$ cat src/rtl/hybrid_mru_cache.sv
module hybrid_mru_cache #(
  parameter int ADDR_W    = 12,
  parameter int DATA_W    = 32,
  parameter int SETS      = 4,
  parameter int SLOW_WAYS = 3
) (
  input  logic                 clk,
  input  logic                 rst_n,
  input  logic                 req_valid,
  output logic                 req_ready,
  input  logic                 req_write,
  input  logic [ADDR_W-1:0]    req_addr,
  input  logic [DATA_W-1:0]    req_wdata,
  output logic                 rsp_valid,
  output logic                 rsp_hit,
  output logic [DATA_W-1:0]    rsp_rdata,
  output logic                 fill_req_valid,
  output logic [ADDR_W-1:0]    fill_req_addr,
  input  logic                 fill_rsp_valid,
  input  logic [DATA_W-1:0]    fill_rsp_data,
  output logic                 wb_valid,
  output logic [ADDR_W-1:0]    wb_addr,
  output logic [DATA_W-1:0]    wb_data,
  output logic [SLOW_WAYS:0]   bank_busy
);

  localparam int IDX_W = (SETS > 1) ? $clog2(SETS) : 1;
  localparam int TAG_W = ADDR_W - IDX_W;
  localparam int SW_W  = (SLOW_WAYS > 1) ? $clog2(SLOW_WAYS) : 1;

  typedef enum logic [2:0] {ST_IDLE, ST_LOOK, ST_SRD1, ST_SRD2, ST_SWAP, ST_FILL} state_t;

  state_t state;

  logic [TAG_W-1:0]     f_tag  [SETS];
  logic [DATA_W-1:0]    f_data [SETS];
  logic [SETS-1:0]      f_val, f_dirty;
  logic [TAG_W-1:0]     s_tag  [SETS][SLOW_WAYS];
  logic [DATA_W-1:0]    s_data [SETS][SLOW_WAYS];
  logic [SW_W-1:0]      s_rank [SETS][SLOW_WAYS];
  logic [SLOW_WAYS-1:0] s_val  [SETS];
  logic [SLOW_WAYS-1:0] s_dirty[SETS];

  logic                 r_write, r_evict;
  logic [TAG_W-1:0]     r_tag;
  logic [IDX_W-1:0]     r_idx;
  logic [DATA_W-1:0]    r_wdata, rd_buf;
  logic [SW_W-1:0]      r_way;

  logic                 fast_hit;
  logic [SLOW_WAYS-1:0] slow_match;
  logic [SW_W-1:0]      hit_way, victim;
  logic                 lock;
  logic [DATA_W-1:0]    fill_word, slow_word;

  assign req_ready      = (state == ST_IDLE);
  assign fill_req_valid = (state == ST_FILL);
  assign fill_req_addr  = {r_tag, r_idx};
  assign fast_hit       = f_val[r_idx] && (f_tag[r_idx] == r_tag);
  assign lock           = (state == ST_SRD1) || (state == ST_SRD2) || (state == ST_SWAP);
  assign fill_word      = r_write ? r_wdata : fill_rsp_data;
  assign slow_word      = r_write ? r_wdata : rd_buf;

  for (genvar g = 0; g < SLOW_WAYS; g++) begin : g_cmp
    assign slow_match[g] = s_val[r_idx][g] && (s_tag[r_idx][g] == r_tag);
    assign bank_busy[g+1] = lock && (r_way == SW_W'(g));
  end
  assign bank_busy[0] = lock;

  always_comb begin
    hit_way = '0;
    victim  = '0;
    for (int j = 0; j < SLOW_WAYS; j++) begin
      if (slow_match[j]) hit_way = SW_W'(j);
      if (s_rank[r_idx][j] == SW_W'(SLOW_WAYS-1)) victim = SW_W'(j);
    end
  end

  always_ff @(posedge clk) begin
    if (!rst_n) begin
      state     <= ST_IDLE;
      rsp_valid <= 1'b0;
      rsp_hit   <= 1'b0;
      rsp_rdata <= '0;
      wb_valid  <= 1'b0;
      wb_addr   <= '0;
      wb_data   <= '0;
      r_write   <= 1'b0;
      r_evict   <= 1'b0;
      r_tag     <= '0;
      r_idx     <= '0;
      r_wdata   <= '0;
      r_way     <= '0;
      rd_buf    <= '0;
      f_val     <= '0;
      f_dirty   <= '0;
      for (int i = 0; i < SETS; i++) begin
        f_tag[i]   <= '0;
        f_data[i]  <= '0;
        s_val[i]   <= '0;
        s_dirty[i] <= '0;
        for (int j = 0; j < SLOW_WAYS; j++) begin
          s_tag[i][j]  <= '0;
          s_data[i][j] <= '0;
          s_rank[i][j] <= SW_W'(j);
        end
      end
    end else begin
      rsp_valid <= 1'b0;
      wb_valid  <= 1'b0;
      case (state)
        ST_IDLE: if (req_valid) begin
          r_write <= req_write;
          r_tag   <= req_addr[ADDR_W-1:IDX_W];
          r_idx   <= req_addr[IDX_W-1:0];
          r_wdata <= req_wdata;
          state   <= ST_LOOK;
        end
        ST_LOOK: begin
          if (fast_hit) begin
            rsp_valid <= 1'b1;
            rsp_hit   <= 1'b1;
            rsp_rdata <= r_write ? r_wdata : f_data[r_idx];
            if (r_write) begin
              f_data[r_idx]  <= r_wdata;
              f_dirty[r_idx] <= 1'b1;
            end
            state <= ST_IDLE;
          end else if (|slow_match) begin
            r_way <= hit_way;
            state <= ST_SRD1;
          end else begin
            r_way   <= victim;
            r_evict <= f_val[r_idx];
            if (f_val[r_idx] && s_val[r_idx][victim] && s_dirty[r_idx][victim]) begin
              wb_valid <= 1'b1;
              wb_addr  <= {s_tag[r_idx][victim], r_idx};
              wb_data  <= s_data[r_idx][victim];
            end
            state <= ST_FILL;
          end
        end
        ST_SRD1: begin
          rd_buf                <= s_data[r_idx][r_way];
          s_data[r_idx][r_way]  <= '0;
          state                 <= ST_SRD2;
        end
        ST_SRD2: begin
          rsp_valid <= 1'b1;
          rsp_hit   <= 1'b1;
          rsp_rdata <= slow_word;
          state     <= ST_SWAP;
        end
        ST_SWAP: begin
          f_tag[r_idx]          <= r_tag;
          f_data[r_idx]         <= slow_word;
          f_dirty[r_idx]        <= s_dirty[r_idx][r_way] | r_write;
          s_tag[r_idx][r_way]   <= f_tag[r_idx];
          s_data[r_idx][r_way]  <= f_data[r_idx];
          s_dirty[r_idx][r_way] <= f_dirty[r_idx];
          s_val[r_idx][r_way]   <= f_val[r_idx];
          for (int j = 0; j < SLOW_WAYS; j++) begin
            if (SW_W'(j) == r_way) s_rank[r_idx][j] <= '0;
            else if (s_rank[r_idx][j] < s_rank[r_idx][r_way]) s_rank[r_idx][j] <= s_rank[r_idx][j] + 1'b1;
          end
          state <= ST_IDLE;
        end
        ST_FILL: if (fill_rsp_valid) begin
          f_tag[r_idx]   <= r_tag;
          f_data[r_idx]  <= fill_word;
          f_dirty[r_idx] <= r_write;
          f_val[r_idx]   <= 1'b1;
          if (r_evict) begin
            s_tag[r_idx][r_way]   <= f_tag[r_idx];
            s_data[r_idx][r_way]  <= f_data[r_idx];
            s_dirty[r_idx][r_way] <= f_dirty[r_idx];
            s_val[r_idx][r_way]   <= 1'b1;
            for (int j = 0; j < SLOW_WAYS; j++) begin
              if (SW_W'(j) == r_way) s_rank[r_idx][j] <= '0;
              else if (s_rank[r_idx][j] < s_rank[r_idx][r_way]) s_rank[r_idx][j] <= s_rank[r_idx][j] + 1'b1;
            end
          end
          rsp_valid <= 1'b1;
          rsp_hit   <= 1'b0;
          rsp_rdata <= fill_word;
          state     <= ST_IDLE;
        end
        default: state <= ST_IDLE;
      endcase
    end
  end

  p_lock_pair_r5: assert property (@(posedge clk) disable iff (!rst_n)
    (bank_busy != '0) |-> (bank_busy[0] && $countones(bank_busy) == 2));

  p_lock_stall_r11: assert property (@(posedge clk) disable iff (!rst_n)
    (bank_busy != '0) |-> !req_ready);

  p_fast_rsp_r2: assert property (@(posedge clk) disable iff (!rst_n)
    (state == ST_LOOK && fast_hit) |=> (rsp_valid && rsp_hit && req_ready && bank_busy == '0));

  p_slow_rsp_r3: assert property (@(posedge clk) disable iff (!rst_n)
    (state == ST_SRD2) |=> (rsp_valid && rsp_hit && bank_busy[0]));

  p_fill_hold_r6: assert property (@(posedge clk) disable iff (!rst_n)
    (fill_req_valid && !fill_rsp_valid) |=> (fill_req_valid && $stable(fill_req_addr)));

  p_fill_done_r6: assert property (@(posedge clk) disable iff (!rst_n)
    (fill_req_valid && fill_rsp_valid) |=> (rsp_valid && !rsp_hit && req_ready));

  p_wb_pulse_r8: assert property (@(posedge clk) disable iff (!rst_n)
    wb_valid |=> !wb_valid);

  p_wb_with_fill_r8: assert property (@(posedge clk) disable iff (!rst_n)
    wb_valid |-> fill_req_valid);

  p_rsp_pulse_r11: assert property (@(posedge clk) disable iff (!rst_n)
    rsp_valid |=> !rsp_valid);

endmodule

$ cat config.mk
export PLATFORM = sky130hd
export DESIGN_NAME = hybrid_mru_cache
export DESIGN_NICKNAME = d
export VERILOG_FILES = /design/src/rtl/hybrid_mru_cache.sv
export SDC_FILE = /design/constraint.sdc
export NUM_CORES = 2
export LEC_CHECK = 0
export BUFFER_PORTS_ARGS = -buffer_cell sky130_fd_sc_hd__buf_2
export CAP_MARGIN = 40
export CORE_ASPECT_RATIO = 0.8
export CORE_UTILIZATION = 35
export CTS_BUF_LIST = sky130_fd_sc_hd__clkbuf_8
export DETAILED_ROUTE_END_ITERATION = 8
export GPL_TIMING_DRIVEN = 0
export SLEW_MARGIN = 25
export SYNTH_ARGS = -nofsm -noshare
export SYNTH_HDL_FRONTEND = slang
export SYNTH_SLANG_ARGS = --single-unit
$ cat constraint.sdc
create_clock -name clk -period 5.5 [get_ports clk]
set_clock_uncertainty 0.05 [all_clocks]
set_input_delay 0.55 -clock clk [delete_from_list [all_inputs] [get_ports clk]]
set_output_delay 0.55 -clock clk [all_outputs]
set_load 0.03 [all_outputs]
# Word level (Yosys, flattened, before mapping)
# Memory sizes are Yosys's and may differ from the RTL's. A register that Yosys moved wholly into a read port is not among the register bits.
# Cells that the tools add are included.
# classes
addsub	3
magnitude_cmp	11
n_eq_ne	19
n_mux	416
bitwise	249
reduce_logical	35
# ops
op	n
2-to-1 mux 96 bit	5
2-to-1 mux 32 bit	13
2-to-1 mux 1 bit	319
bitwise OR 1 bit	241
binary-select mux 32 bit (select 2 bit)	2
2-to-1 mux 30 bit	4
one-hot mux 32 bit (3 select lines)	1
OR reduction 96 bit	1
2-to-1 mux 2 bit	35
demux 32 bit (select 2 bit)	1
2-to-1 mux 10 bit	5
== test 10 bit	4
2-to-1 mux 3 bit	11
OR reduction 32 bit	1
OR reduction 30 bit	1
binary-select mux 10 bit (select 2 bit)	1
demux 10 bit (select 2 bit)	1
one-hot mux 3 bit (5 select lines)	1
logical AND 1 bit	12
2-to-1 mux 4 bit	3
one-hot mux 4 bit (3 select lines)	1
OR reduction 6 bit	2
binary-select mux 1 bit (select 2 bit)	5
OR reduction 10 bit	1
31 further kinds	62
# totals
regBits	170
ram_bits	720
inputBits	81
wordCells	756
mem_count	7
# mem_list
name	words	word_bits	read_ports	rd_ports_with_merged_regs	write_ports	line_no	text
s_data	4	96	1	1	4	39	logic [DATA_W-1:0] s_data [SETS][SLOW_WAYS];
f_data	4	32	1	1	4	36	logic [DATA_W-1:0] f_data [SETS];
s_tag	4	30	1	1	4	38	logic [TAG_W-1:0] s_tag [SETS][SLOW_WAYS];
f_tag	4	10	1	1	4	35	logic [TAG_W-1:0] f_tag [SETS];
s_rank	4	6	1	1	4	40	logic [SW_W-1:0] s_rank [SETS][SLOW_WAYS];
s_dirty	4	3	1	1	4	42	logic [SLOW_WAYS-1:0] s_dirty[SETS];
1 more memories	-	-	-	-	-	-	

# Longest topological paths before layout
# depth
word_depth	15
depth_mapped	16
depth_no_buf	9

# Least setup slack after synthesis
# OpenSTA, ideal clock, no wires.
# synth_path
kind	register to register
start	reg with a tool-made name
end	mem f_data[3][0], enable pin
arrival_ns	4.250
required_time_ns	4.984
path_slack_ns	0.735
stages_incl_launch_ff	8
path_buffers	1
synth_period_minus_slack_ns	4.765
path_cell_list	dfxtp_1 buf_6 mux4_2 xnor2_2 nand3_2 nor4_4 a31oi_4 o21ai_0
# synth_lines
element	line_no
end, declared	36

==> out/qor.csv <==
stage,metric,value,unit
global_routing,gr-usage-all-layers,22.7,%
timing,finalSetupViolCount,0,
critical_path,cp-end-kind,flop,
logic_synthesis,ys_warn_count,0,
logic_synthesis,synth_simple_gate_area_share,12.4,%
timing,rsz0062_at_grt,false,
logic_synthesis,ys_seq_area_share,61.8,%
clock_network,cts_root_buf,clkbuf_8,
cells_and_area,drive_above_1_share,18.9,%
hold_path,hold_class,in2reg,
global_routing,grt_max_degree,26,
cells_and_area,fin_util,41.4,%
floorplan,rows,111,
logic_synthesis,synth.cell_area,40600,um2
cells_and_area,fin_nets,3727,
clock_network,cts_sinks,892,
clock_network,htreeDepth,4,
global_routing,grt_pass1_vias,28100,
clock_network,cts_buffers,150,
global_routing,antenna_found_initial,6,
critical_path,path_max_fanout,11,
timing,hold_viol_final,0,
placement,routabilityCongestion,0.886,
clock_network,clkLatencyLatePin,0.84,ns
critical_path,slowest_stage,clkbuf_4,
logic_synthesis,ys_ff_latch,892,
critical_path,path_cells,buf_4 -> buf_4 -> buf_4 -> buf_2 -> clkbuf_4 -> buf_2 -> mux4_2 -> ha_1 -> clkbuf_1 -> nand3b_1 -> a21oi_1 -> o21ai_0 -> nor3_4 -> nand2_4 -> buf_6 -> mux2i_1,
routing,ant_nets,0,
routing,drt_wl_total,134000,um
logic_synthesis,synthFlopType,edfxtp_1,
logic_synthesis,avgSynthCellArea,12.5,um2
timing,worst_pin_slew,0.910,ns
critical_path,crit_path_start_kind,flop,
logic_synthesis,synth_edf_count,720,
routing,drt-initial-drc-count,3889,
clock_network,cts.clk_slew.worst_paths,0.06,ns
timing,fin_crit,5.19,ns
critical_path,crit_required,6.14,ns
power_and_ir_drop,p_per_area,323,nW/um2
logic_synthesis,synth-adder-area-share,0.154,%
routing,viasPerCell,5.47,
logic_synthesis,synthArstFlopShare,0,%
timing,maxSlewViolCount,0,
logic_synthesis,synth-compound-area-share,7.47,%
timing,finalSetupTns,0,ns
cells_and_area,final_cell_area,47500,um2
critical_path,cp_common_cell,buf_4,
global_routing,grt_pass1_wl,193000,um
cells_and_area,seq_area,25100,um2
routing,drc,8,
power_and_ir_drop,p_leak,17.1,nW
clock_network,cts.path.max_buffers,3,
cells_and_area,multi_input_area,14200,um2
critical_path,critPathMaxStageDelay,0.42,ns
timing,relSlewSlack,39.4,%
critical_path,path_class,reg2reg,
timing,fmax,193,MHz
placement,portBuffers,176,
placement,dpl_cell_area,44000,um2
cells_and_area,nFillCells,11000,
routing,vias,28900,
floorplan,fp.coreArea,115000,um2
logic_synthesis,post_synth_num_cell_types,58,
floorplan,die_area,117000,um2
floorplan,io_pins,178,
global_routing,overflow,0,
job,maxCapViolCount,0,
placement,dpl.hpwl,101000,um
clock_network,cts_tree,done,
power_and_ir_drop,ir_worst_vdd,0.000238,V
timing,period_share,94.4,%
timing,holdWs,0.102,ns
logic_synthesis,synth_xor_area_share,0.922,%
outcome,violations,design-rule violations,
logic_synthesis,synthMuxAreaShare,13.7,%
critical_path,arrival,5.83,ns
routing,avgRoutedWirePerCell,25.3,um
floorplan,die_h,306,um
routing,drt-pass1-iter-count,7,
floorplan,fp.dieW,383,um
cells_and_area,syn_to_final_growth,17.0,%
clock_network,post_cts.repair.setup_buffers,0,
outcome,status,"finished, violations left",
logic_synthesis,synth_cells,3234,
logic_synthesis,synthesis.nets,3320,
floorplan,initial_utilization,35.4,%
logic_synthesis,synth_top_family_by_area,multiplexers,
-- sequential cells by signal (all words and copies together) (netlist names), 32 cells and up, named ones only --
signal and flops:
s_data 384, s_tag 120, f_data 128, r_wdata 32, f_tag 40, wb_data 32, rd_buf 32, rsp_rdata 32
-- cell usage in the layout, fill, tap and decap left out, types with 35 or more instances in the layout --
cell           netlist  final
a21boi_0            50     50
buf_2               46    222
clkbuf_1           163    161
clkbuf_8             0    169
dfxtp_1            172    172
dlygate4sd3_1        0     44
edfxtp_1           720    720
inv_1               27     88
mux2i_1            135    135
mux4_2             179    179
nand2_1            436    421
nor2_1             728    728
o211a_1             63     63
o211ai_1            67     67
o21ai_0             40     35
xnor2_1             38     38
-- per-layer routing --
layer  vias to the layer above  GRT usage (%)  wire, um
met3                       184           5.14     14700
met5                         -              0         7
li1                      12600              -         -
met4                         2           5.95      3010
met1                     14500           33.2     57300
met2                      1666           33.8     59100
-- cells by family after synthesis --
kind of cell,after synthesis
buffers and inverters,303
AO/OA/AOI/OAI,397
adder cells (fa/ha/maj),5
flip-flops,892
multiplexers,327
XOR/XNOR,41
AND/OR/NAND/NOR,1269
-- worst max-delay path, delay by kind of cell, from the launching register on --
family	cells	cell delay, ns
buf+inv	8	2.55
compound gates	2	0.29
mux	2	0.54
simple gates	3	0.99
flops	1	0.35
fa+ha+maj	1	0.22
-- Yosys cell counts (all sizes together), types with 5 or more instances --
master	count	share of area, %
nand2	437	4.1
o21ai	40	0.49
xnor2	40	0.90
o22ai	32	0.49
a211oi	11	0.20
nor3	13	0.21
mux4	182	10
o22a	32	0.69
nand4	9	0.14
edfxtp	720	53
nand3	15	0.20
and2	5	0.077
inv	27	0.25
dfxtp	172	8.5
a31oi	6	0.13
o211ai	67	1.2
clkbuf	163	1.5
nand2b	14	0.22
buf	113	1.7
a221oi	23	0.50
a21boi	50	0.93
mux2	10	0.28
a22o	9	0.19
a21oi	26	0.32
o21bai	5	0.093
nor2b	16	0.25
and3	21	0.32
o211a	63	1.6
ha	5	0.15
a22oi	24	0.44
mux2i	135	3.3
nor2	728	6.7
-- cell type report --
class / count / share of cell area [%]
plain buffers: 275 / 2.75
clock buffers: 169 / 4.90
multi-input cells: 2039 / 29.8
inverters: 27 / 0.214
flip-flops and latches: 892 / 52.8
diodes: 3 / 0.0158
repair buffers: 256 / 4.09
clock inverters: 107 / 1.36
well taps: 1525 / 4.02
-- where the power goes --
part	internal [mW]	total, mW	leakage, nW	switching, mW
Combinational	0.591	1.80	6.57	1.21
Sequential	7.51	7.60	8.80	0.0904
Clock	3.15	5.93	1.74	2.79
Total	11.3	15.3	17.1	4.08
-- final timing paths --
| kind | slack [ns] | cells past startpoint | startpoint | end |
|---|---|---|---|---|
| max | 0.31 | 16 | flop | wb_data[11] |
| min | 0.10 | 3 | req_write | r_write |
| max reg2reg | 0.31 | 16 | flop | wb_data[11] |
| min reg2reg | 0.41 | 2 | wb_data[12] | wb_data[12] |
-- stage by stage --
stage,setup slack [ns],power [mW],instances
2_1_floorplan,0.735,8.74,3234
3_3_place_gp,-2.06,9.42,4935
3_5_place_dp,0.132,9.48,4967
4_1_cts,0.127,15.4,5287
5_1_grt,0.0879,15.8,5291
6_report,0.309,15.3,5293
-- repair_timing --
item,in CTS,in global routing
endpoints found under the setup margin,0,27
hold buffers,44,0
endpoints found under the hold margin,46,0
gates resized for setup,0,2
(Power assumes the default switching activity.)
